`src/rtl/decim_pkg.sv`:
```
package decim_pkg;

  localparam int NTAPS      = 7;
  localparam int COEF_SHIFT = 4;

  typedef enum logic [1:0] {
    TAP_RAW = 2'd0,
    TAP_S1  = 2'd1,
    TAP_S2  = 2'd2,
    TAP_S3  = 2'd3
  } tap_e;

  typedef struct packed {
    tap_e       tap;
    logic       s2_bypass;
    logic [2:0] s2_sel;
  } cfg_t;

  localparam cfg_t CFG_DEFAULT = '{tap: TAP_S3, s2_bypass: 1'b0, s2_sel: 3'd4};

  // triangular weights 1..4..1, summing to 2**COEF_SHIFT for 7 taps
  function automatic int coef(input int k);
    int m;
    m = (k < NTAPS / 2) ? k : NTAPS - 1 - k;
    return m + 1;
  endfunction

  function automatic logic [2:0] s2_log2(input logic [2:0] sel);
    return (sel >= 3'd4) ? 3'd5 : sel + 3'd1;
  endfunction

endpackage

```
`src/rtl/fir_decim.sv`:
```
module fir_decim
  import decim_pkg::*;
#(
  parameter int W  = 16,
  parameter int LW = 3
) (
  input  logic                clk,
  input  logic                rst,
  input  logic                clr,
  input  logic                in_en,
  input  logic signed [W-1:0] in_data,
  input  logic [LW-1:0]       ratio_log2,
  output logic                out_en,
  output logic signed [W-1:0] out_data
);

  localparam int AW = W + COEF_SHIFT + 1;
  localparam int CW = (1 << LW) - 1;

  logic signed [W-1:0]  hist [NTAPS-1];
  logic signed [AW-1:0] win  [NTAPS];
  logic signed [AW-1:0] acc;
  logic signed [AW-1:0] shifted;
  logic [CW-1:0]        ph;
  logic [CW-1:0]        last_ph;

  assign last_ph = (CW'(1) << ratio_log2) - CW'(1);

  always_comb begin
    win[0] = {{(AW-W){in_data[W-1]}}, in_data};
    for (int k = 1; k < NTAPS; k++)
      win[k] = {{(AW-W){hist[k-1][W-1]}}, hist[k-1]};
  end

  // folded symmetric sum: one product per coefficient pair
  always_comb begin
    acc = AW'(coef(NTAPS / 2)) * win[NTAPS / 2];
    for (int k = 0; k < NTAPS / 2; k++)
      acc = acc + AW'(coef(k)) * (win[k] + win[NTAPS-1-k]);
  end

  assign shifted = acc >>> COEF_SHIFT;

  always_ff @(posedge clk) begin
    if (rst || clr) begin
      ph       <= '0;
      out_en   <= 1'b0;
      out_data <= '0;
      for (int k = 0; k < NTAPS - 1; k++) hist[k] <= '0;
    end else begin
      out_en <= 1'b0;
      if (in_en) begin
        hist[0] <= in_data;
        for (int k = 1; k < NTAPS - 1; k++) hist[k] <= hist[k-1];
        if (ph == last_ph) begin
          ph       <= '0;
          out_en   <= 1'b1;
          out_data <= shifted[W-1:0];
        end else begin
          ph <= ph + 1'b1;
        end
      end
    end
  end

  // a decimating stage never emits on back-to-back cycles
  p_out_spacing_r4: assert property (@(posedge clk) disable iff (rst)
    out_en |=> !out_en);

  // phase counter never passes the selected ratio
  p_phase_range_r5: assert property (@(posedge clk) disable iff (rst)
    ph <= last_ph);

endmodule

```
`src/rtl/fill_timer.sv`:
```
module fill_timer #(
  parameter int CW = 4
) (
  input  logic          clk,
  input  logic          rst,
  input  logic          load,
  input  logic [CW-1:0] load_val,
  input  logic          tick,
  output logic          done
);

  logic [CW-1:0] cnt;

  always_ff @(posedge clk) begin
    if (rst || load)               cnt <= load_val;
    else if (tick && cnt != '0)    cnt <= cnt - 1'b1;
  end

  assign done = (cnt == '0);

  // the discard count moves only on an output word or a reload
  p_fill_hold_r9: assert property (@(posedge clk) disable iff (rst)
    (!load && !tick) |=> $stable(cnt));

endmodule

```
`src/rtl/decim_chain.sv`:
```
module decim_chain
  import decim_pkg::*;
#(
  parameter int W_IN           = 16,
  parameter int W_OUT          = 24,
  parameter int FILL_PER_STAGE = 4
) (
  input  logic                    clk,
  input  logic                    rst,
  input  logic                    cfg_we,
  input  logic [1:0]              cfg_tap,
  input  logic                    cfg_s2_bypass,
  input  logic [2:0]              cfg_s2_sel,
  input  logic                    in_en,
  input  logic signed [W_IN-1:0]  in_data,
  output logic                    out_stb,
  output logic signed [W_OUT-1:0] out_data,
  output logic                    out_valid
);

  localparam int NST  = 3;
  localparam int LW   = 3;
  localparam int FCW  = $clog2(NST * FILL_PER_STAGE + 1);

  cfg_t cfg_q, cfg_next;

  always_comb begin
    cfg_next = rst ? CFG_DEFAULT
                   : '{tap: tap_e'(cfg_tap), s2_bypass: cfg_s2_bypass, s2_sel: cfg_s2_sel};
  end

  always_ff @(posedge clk) begin
    if (rst)         cfg_q <= CFG_DEFAULT;
    else if (cfg_we) cfg_q <= cfg_next;
  end

  function automatic logic [FCW-1:0] preload(input cfg_t c);
    int s;
    case (c.tap)
      TAP_RAW: s = 0;
      TAP_S1:  s = 1;
      TAP_S2:  s = c.s2_bypass ? 1 : 2;
      default: s = c.s2_bypass ? 2 : 3;
    endcase
    return FCW'(s * FILL_PER_STAGE);
  endfunction

  // stage wiring
  logic [NST-1:0]         st_en_i, st_en_o;
  logic signed [W_IN-1:0] st_d_i [NST];
  logic signed [W_IN-1:0] st_d_o [NST];
  logic [LW-1:0]          st_lg  [NST];

  always_comb begin
    st_en_i[0] = in_en && (cfg_q.tap != TAP_RAW);
    st_d_i[0]  = in_data;
    st_lg[0]   = LW'(2);
    st_en_i[1] = st_en_o[0] && !cfg_q.s2_bypass && (cfg_q.tap >= TAP_S2);
    st_d_i[1]  = st_d_o[0];
    st_lg[1]   = s2_log2(cfg_q.s2_sel);
    st_en_i[2] = (cfg_q.s2_bypass ? st_en_o[0] : st_en_o[1]) && (cfg_q.tap == TAP_S3);
    st_d_i[2]  = cfg_q.s2_bypass ? st_d_o[0] : st_d_o[1];
    st_lg[2]   = LW'(1);
  end

  for (genvar g = 0; g < NST; g++) begin : g_stage
    fir_decim #(.W(W_IN), .LW(LW)) u_fir (
      .clk        (clk),
      .rst        (rst),
      .clr        (cfg_we),
      .in_en      (st_en_i[g]),
      .in_data    (st_d_i[g]),
      .ratio_log2 (st_lg[g]),
      .out_en     (st_en_o[g]),
      .out_data   (st_d_o[g])
    );
  end

  // tap selection
  logic                   sel_en;
  logic signed [W_IN-1:0] sel_d;

  always_comb begin
    case (cfg_q.tap)
      TAP_RAW: begin sel_en = in_en;      sel_d = in_data;   end
      TAP_S1:  begin sel_en = st_en_o[0]; sel_d = st_d_o[0]; end
      TAP_S2:  begin
        sel_en = cfg_q.s2_bypass ? st_en_o[0] : st_en_o[1];
        sel_d  = cfg_q.s2_bypass ? st_d_o[0]  : st_d_o[1];
      end
      default: begin sel_en = st_en_o[2]; sel_d = st_d_o[2]; end
    endcase
  end

  logic fill_done;

  fill_timer #(.CW(FCW)) u_fill (
    .clk      (clk),
    .rst      (rst),
    .load     (cfg_we),
    .load_val (preload(cfg_next)),
    .tick     (sel_en && !cfg_we),
    .done     (fill_done)
  );

  always_ff @(posedge clk) begin
    if (rst || cfg_we) begin
      out_stb   <= 1'b0;
      out_data  <= '0;
      out_valid <= 1'b0;
    end else begin
      out_stb <= sel_en;
      if (sel_en) begin
        out_data  <= W_OUT'(sel_d);
        out_valid <= fill_done;
      end
    end
  end

  logic signed [W_OUT-1:0] in_ext;
  assign in_ext = W_OUT'(in_data);

  // reset leaves the output quiet
  p_reset_quiet_r1: assert property (@(posedge clk)
    rst |=> (!out_stb && !out_valid));

  // raw tap passes the sample through one cycle later
  p_raw_pass_r2: assert property (@(posedge clk) disable iff (rst)
    (cfg_q.tap == TAP_RAW && in_en && !cfg_we) |=> (out_stb && out_data == $past(in_ext)));

  // a configuration write flushes the output
  p_cfg_flush_r10: assert property (@(posedge clk) disable iff (rst)
    cfg_we |=> (!out_stb && !out_valid));

  // valid is sticky until the next write
  p_valid_sticky_r9: assert property (@(posedge clk) disable iff (rst)
    (out_valid && !cfg_we) |=> out_valid);

  // filtered output words are never adjacent
  p_filtered_gap_r8: assert property (@(posedge clk) disable iff (rst)
    (cfg_q.tap != TAP_RAW && out_stb) |=> !out_stb);

endmodule

```
`config.mk`:
```
export PLATFORM = sky130hd
export DESIGN_NAME = decim_chain
export DESIGN_NICKNAME = d
export VERILOG_FILES = /design/src/rtl/decim_pkg.sv /design/src/rtl/fir_decim.sv /design/src/rtl/fill_timer.sv /design/src/rtl/decim_chain.sv
export SDC_FILE = /design/constraint.sdc
export NUM_CORES = 1
export LEC_CHECK = 0
export ABC_AREA = 1
export ABC_CLOCK_PERIOD_IN_PS = 6400
export BUFFER_PORTS_ARGS = -buffer_cell sky130_fd_sc_hd__buf_4
export CORE_AREA = 3 3 196 274
export CTS_BUF_LIST = sky130_fd_sc_hd__clkbuf_4 sky130_fd_sc_hd__clkbuf_8
export DETAILED_ROUTE_END_ITERATION = 6
export DIE_AREA = 0 0 199 277
export GPL_ROUTABILITY_DRIVEN = 0
export PLACE_DENSITY = 0.73
export SLEW_MARGIN = 5
export SYNTH_ARGS = -nofsm -noshare
export SYNTH_HDL_FRONTEND = slang
export SYNTH_SLANG_ARGS = --single-unit
```
`constraint.sdc`:
```
create_clock -name clk -period 6.4 [get_ports clk]
set_input_delay 1.28 -clock clk [delete_from_list [all_inputs] [get_ports clk]]
set_output_delay 1.28 -clock clk [all_outputs]
set_load 0.02 [all_outputs]
```
# ---- Yosys cells after proc, flatten, opt, wreduce, memory -nomap -nowiden
# Memory sizes are Yosys's and may differ from the RTL's.
# Index checks and enable logic that the tools add are counted.
dict set report totals {
  regBits 100
  ramBits 288
  out_inout_bits 26
  elab_cells 146
  n_memories 3
}
dict set report classes {
  n_addsub 24
  n_mul 3
  n_lt_le_gt_ge 2
  n_eq_ne 8
  n_shift 1
  muxes 46
  bitwise_logic 21
  reduce_logical 21
}
# name depth width rd rd_ports_with_merged_regs wr line_no
set memory_table {}
lappend memory_table {{g_stage[0].u_fir.hist} 6 16 6 0 6 fir_decim.sv:20} ;# logic signed [W-1:0] hist [NTAPS-1];
lappend memory_table {{g_stage[1].u_fir.hist} 6 16 6 0 6 fir_decim.sv:20}
lappend memory_table {{g_stage[2].u_fir.hist} 6 16 6 0 6 fir_decim.sv:20}
# operator count
set op_table {}
lappend op_table {{2-to-1 mux 16 bit} 19}
lappend op_table {{adder 16 x 16 -> 17 bit} 9}
lappend op_table {{adder 20 bit} 6}
lappend op_table {{multiplier 3 x 21 -> 20 bit (first input constant)} 3}
lappend op_table {{adder 18 x 17 -> 19 bit} 3}
lappend op_table {{one-hot mux 16 bit (3 select lines)} 1}
lappend op_table {{adder 7 x 1 -> 7 bit (second input constant)} 3}
lappend op_table {{2-to-1 mux 7 bit} 3}
lappend op_table {{OR 1 bit} 18}
lappend op_table {{2-to-1 mux 1 bit} 16}
lappend op_table {{2-to-1 mux 4 bit} 2}
lappend op_table {{== test 7 x 1 -> 1 bit (second input constant)} 1}
lappend op_table {{== test 7 x 2 -> 1 bit (second input constant)} 1}
lappend op_table {{== test 7 bit} 1}
lappend op_table {{<< shifter 1 x 3 -> 7 bit (first input constant)} 1}
lappend op_table {{subtractor 7 x 2 -> 7 bit (second input constant)} 1}
lappend op_table {{== test 2 bit (second input constant)} 3}
lappend op_table {{logical AND 1 bit} 6}
lappend op_table {{2-to-1 mux 6 bit} 1}
lappend op_table {{one-hot mux 2 bit (3 select lines)} 1}
lappend op_table {{AND reduction 2 bit} 3}
lappend op_table {{OR reduction 2 bit} 3}
lappend op_table {{== test 2 x 1 -> 1 bit (second input constant)} 2}
lappend op_table {{logical NOT 2 bit} 2}
lappend op_table {{13 further kinds} 17}

# ---- Logic depth before layout (Yosys ltp)
dict set report logic_depth {
  word_depth 7
  mapped_depth 32
}

# ---- By module
# A second synthesis with hierarchy kept.
dict set report hier_totals {
  cells_unflattened 3719
  area_unflattened_um2 30291.6
}
# mod n_inst cells_per_inst area_each_um2 seq_area_each_um2
set modules_own_cells {}
lappend modules_own_cells {{fir_decim at g_stage[1].u_fir ...} 2 1123 9412.8 3363.2}
lappend modules_own_cells {{fir_decim at g_stage[0].u_fir} 1 1127 9421.5 3363.2}
lappend modules_own_cells {decim_chain 1 319 1794.2 480.5}
lappend modules_own_cells {fill_timer 1 27 250.2 120.1}

# ---- Worst setup path after synthesis
# OpenSTA, ideal clock, no wires.
dict set report synth_timing {
  path_kind {register to register}
  startpoint {reg cfg_q[3] (netlist name)}
  endpoint {reg g_stage[2].u_fir.out_data[11]}
  arrival_ns 4.936
  t_required_ns 6.279
  setup_slack_ns 1.343
  stages_incl_launch_ff 26
  n_path_buf 2
  synth_period_minus_slack_ns 5.057
  path_cell_list {dfxtp_1 -> buf_2 -> clkbuf_1 -> o21ai_0 -> fa_1 -> inv_1 -> fa_1 -> nand3_1 -> nand3_1 -> a31oi_1 -> o21ai_0 -> xor2_1 -> fa_1 -> inv_1 -> fa_1 -> inv_1 -> ha_1 -> nand2_1 -> inv_1 -> a21oi_1 -> nor2_1 -> nor2_1 -> o21ai_0 -> or2_2 -> nand3_1 -> o21ai_0}
}
dict set report synth_via {
  elab_chain_len 5
}
# item line_no
set synth_lines {}
lappend synth_lines {{start, declared} decim_chain.sv:25} ;# cfg_t cfg_q, cfg_next;
lappend synth_lines {{start signal, assigned} decim_chain.sv:34} ;# else if (cfg_we) cfg_q <= cfg_next;
lappend synth_lines {{2-to-1 mux 16 bit} decim_chain.sv:62} ;# st_d_i[2] = cfg_q.s2_bypass ? st_d_o[0] : st_d_o[1];
lappend synth_lines {{adder 16 x 16 -> 17 bit} fir_decim.sv:39} ;# acc = acc + AW'(coef(k)) * (win[k] + win[NTAPS-1-k]);
lappend synth_lines {{adder 18 x 17 -> 19 bit} fir_decim.sv:39}
lappend synth_lines {{adder 20 bit (2 in a row)} fir_decim.sv:39}
lappend synth_lines {{end signal, assigned} fir_decim.sv:58} ;# out_data <= shifted[W-1:0];
lappend synth_lines {{end, declared} fir_decim.sv:14} ;# output logic signed [W-1:0] out_data
# Several ways; a longest one is shown, not always the timed one.
# A chain may end at the register's enable or synchronous reset.

# ---- Worst setup path in the final report
dict set report layout_timing {
  startpoint {reg cfg_q[3] (netlist name)}
  endpoint {reg g_stage[2].u_fir.out_data[11]}
}
dict set report layout_via {
  elab_chain_len 5
}
# item line_no
set layout_lines {}
lappend layout_lines {{2-to-1 mux 16 bit} decim_chain.sv:62}
lappend layout_lines {{via g_stage[2].u_fir.in_data[9]} fir_decim.sv:11} ;# input logic signed [W-1:0] in_data,
lappend layout_lines {{adder 16 x 16 -> 17 bit} fir_decim.sv:39}
lappend layout_lines {{adder 18 x 17 -> 19 bit} fir_decim.sv:39}
lappend layout_lines {{adder 20 bit (2 in a row)} fir_decim.sv:39}
# The timed path passes the listed nets, and every way through them passes these cells.

==> results_dict.tcl <==
set metrics [dict create \
    dr.pass1.iters 7 \
    dr_vias 22698 \
    total_power_uw 9670 \
    relSlewSlack_pct 25.5 \
    dieWidth_um 199 \
    cts.reportedPaths.clkPinSlew_ns 0.06 \
    setup_total_negative_slack_ns 0 \
    ant_nets_after_route 0 \
    mostFrequentLayoutCell "inv_1" \
    maxSlewViolCount 0 \
    timing.fmax_ghz 0.175 \
    finalNetCount 3961 \
    drt-total-wl_mm 71.9 \
    peakVddDrop_uv 215 \
    reg2reg_from "cfg_q[3]$_SDFFE_PP0P_" \
    worst-endpoint-required_ns 6.96 \
    outcome "finished, violations left" \
    clock_tree.root_cell "clkbuf_8" \
    setup.reg_to_reg.worst_slack_ns 0.69 \
    ys.flop_type "edfxtp_1" \
    layout.cells.most_common_list "inv_1 (675), nand2_1 (522), nor2_1 (464), edfxtp_1 (290), ha_1 (270)" \
    route.detailed.wl_per_inst_um 17.0 \
    num_rows 98 \
    ios 52 \
    route.detailed.vias_per_inst 5.38 \
    filler_cells_inserted 4523 \
    synthArstFlopShare_pct 0 \
    failed_checks "DRC" \
    cts.repair_timing.setup_buffer_count 0 \
    syn-cell-area_um2 29100 \
    setup.worst_path.start_class "flip-flop" \
    timing.critical_path.cells "o21ai_0, inv_1, fa_1, ha_1, nand2_1, nor4_1, a21oi_1, o21ai_0, xor2_1, fa_1, inv_1, fa_1, inv_1, ha_1, a21oi_1, o21ai_0, nor2_1, o21ai_0, or2_2, nand3_1, o21ai_0" \
    p_per_area_nw_per_um2 306 \
    intPower_uw 5730 \
    power.switching_uw 3950 \
    seq_area_frac_synth_pct 36.6 \
    post_layout_nonfiller_instances 4217 \
    rr_endpoint "g_stage[2].u_fir.out_data[11]$_SDFFE_PP0P_" \
    portBuffers 51 \
    share_comb_of_total_power_pct 44.8 \
    synth_nets 3883 \
    largest_net_degree_at_the_start_of_global_routing 98 \
    seq_power_share_pct 29.8 \
    skew_ns 0.0513 \
    dp.cells 4094 \
    tritoncts.num_buffers 66 \
    rsz0062_at_grt "no" \
    core_area_um2 51400 \
    worstSetupEndpointType "flip-flop" \
    critical-path-slowest-cell "o21ai_0" \
    min_period_over_period_pct 89.2 \
    yosys_register_bits 388 \
    first_global_vias 22348 \
    synth_area_per_cell_um2 8.49 \
    clock_power_share_pct 25.5 \
    wire_length_of_the_first_global_routing_pass_mm 115 \
    timing.critical_path.mode_cell "o21ai_0" \
    setup_viol 0 \
    critical_path_peak_fanout 7 \
    yosys_warnings 0 \
    path_depth_of_the_worst_reg2reg_path 21 \
    cts_repair_resize_count 0 \
    crit_type "flip-flop to flip-flop" \
    tritoncts "done" \
    count_of_cell_types_in_the_netlist 52 \
    gate_count_post_synth 3434 \
    critical-path-max-stage-delay_ns 0.64 \
    preCtsSetupSlack_ns 0.787 \
    worstPathArrival_ns 6.27 \
    track_usage_pct 26.3 \
    drv.max_cap_violation_count 0 \
    timing.hold.worst.class "flip-flop to flip-flop" \
    floorplan.initialDensity_pct 56.7 \
    tightest_slew_ns 1.12 \
    synth.top_cell.area_share_pct 29.9 \
    drc 5 \
    cts-root-to-sink-buffers 3 \
    power.static_leakage_uw 0.0152 \
    cts_max_level 3 \
    post_route_cells_drive_above_1_share_pct 6.14 \
    layout_setup_ws_ns 0.693 \
    die-height_um 277 \
    switching_share_pct 40.8 \
    area_delta_synth_final_pct 8.64 \
    clock_latency_at_the_later_pin_of_the_worst_skew_pair_ns 0.68 \
    die_area_um2 55100 \
    antenna_found_initial 1 \
    holdCritStartpoint "g_stage[2].u_fir.out_data[14]$_SDFFE_PP0P_" \
    worstHoldEndpoint "g_stage[2].u_fir.out_data[14]$_SDFFE_PP0P_" \
    synth-edff-count 290 \
    synthTopCellsByArea "edfxtp_1 (30%), ha_1 (12%), fa_1 (11%)" \
    report.final.hold_viol_count 0 \
    grt-ovfl-total 0 \
    fin_util_pct 61.6 \
    dp_hpwl_mm 56.4 \
    yosys.area.top_type "edfxtp_1" \
    final.min_clock_period_ns 5.71 \
    first_iter_violations 1724 \
    hold_depth 2 \
    tritoncts_num_sinks 388 \
    cts-hold-fix-buffers 0 \
]
per-stage QoR:
step / hold WS [ns] / instance area [um^2]
2_1_floorplan: 0.421 / 29100
3_3_place_gp: 0.442 / 30200
3_5_place_dp: 0.447 / 30200
4_1_cts: 0.459 / 31700
5_1_grt: 0.487 / 31700
6_report: 0.456 / 31700
synth_stat cells (all sizes together) (51+ instances only):
cell	instances
ha	270
dfxtp	98
nand3	142
fa	153
a21oi	234
nor2	470
inv	683
edfxtp	290
o21ai	162
xnor2	51
xor2	109
nand2	528
final cells by class:
type / count / area (um^2) / share of cell area (%)
Multi-Input combinational cell: 2300 / 15600 / 49.3
Tap cell: 650 / 813 / 2.57
Clock buffer: 94 / 1160 / 3.67
Inverter: 685 / 2570 / 8.12
Sequential cell: 388 / 10700 / 33.7
Clock inverter: 27 / 289 / 0.913
Timing Repair Buffer: 71 / 533 / 1.68
Antenna cell: 2 / 5.00 / 0.0158
flip-flops by register name (all words and copies together), names as in the netlist:
signal / flops
g_stage.u_fir.out_en: 3
g_stage.u_fir.out_data: 48
out_stb: 1
g_stage.u_fir.ph: 21
g_stage.u_fir.hist: 288
u_fill.cnt: 4
out_valid: 1
cfg_q: 6
out_data: 16
layer usage:
layer,vias up,global-route usage [%],wire length [um],part of all wire (%)
met5,-,0,0,0
met1,10588,31.8,28400,40
met4,0,12.8,3620,5.0
met3,181,3.66,4020,5.6
met2,681,45.8,35800,50
li1,11248,-,-,-
how the worst max path moves through the flow:
stage,from,end,slack [ns]
6_report,cfg_q[3]$_SDFFE_PP0P_,g_stage[2].u_fir.out_data[11]$_SDFFE_PP0P_,0.69
5_1_grt,cfg_q[3]$_SDFFE_PP0P_,g_stage[2].u_fir.out_data[11]$_SDFFE_PP0P_,0.31
4_1_cts,cfg_q[3]$_SDFFE_PP0P_,g_stage[2].u_fir.out_data[11]$_SDFFE_PP0P_,0.82
3_5_place_dp,cfg_q[3]$_SDFFE_PP0P_,g_stage[2].u_fir.out_data[11]$_SDFFE_PP0P_,0.79
3_3_place_gp,cfg_q[3]$_SDFFE_PP0P_,g_stage[2].u_fir.out_data[11]$_SDFFE_PP0P_,0.88
2_1_floorplan,cfg_q[3]$_SDFFE_PP0P_,g_stage[2].u_fir.out_data[11]$_SDFFE_PP0P_,1.34
power by group through the flow:
stage                     clock [uW]  sequential [uW]  combinational (uW)
final                           2460             2880                4330
after global routing            2620             2890                4940
after CTS                       2520             2880                4290
after detailed placement           0             2930                4260
after global placement             0             2930                4220
after floorplan                    0             2910                3300
kinds of logic after synthesis:
group / count (synthesis) / share of synthesized area (%)
buf+inv: 746 / 9.94
xor+xnor: 160 / 4.81
simple gates: 1214 / 17.0
flops: 388 / 36.6
fa+ha+maj: 423 / 22.1
compound gates: 503 / 9.54
worst max-delay path: cells and delay by family (launching register included):
kind | cells | cell delay [ns]
AOI/OAI and AO/OA | 7 | 1.70
xor gates and xnor gates | 1 | 0.14
adders and majority gates | 5 | 2.20
buffers and inverters | 3 | 0.22
DFF | 1 | 0.35
and+or+nand+nor | 5 | 0.99
Power figures use the tool's default switching activity.
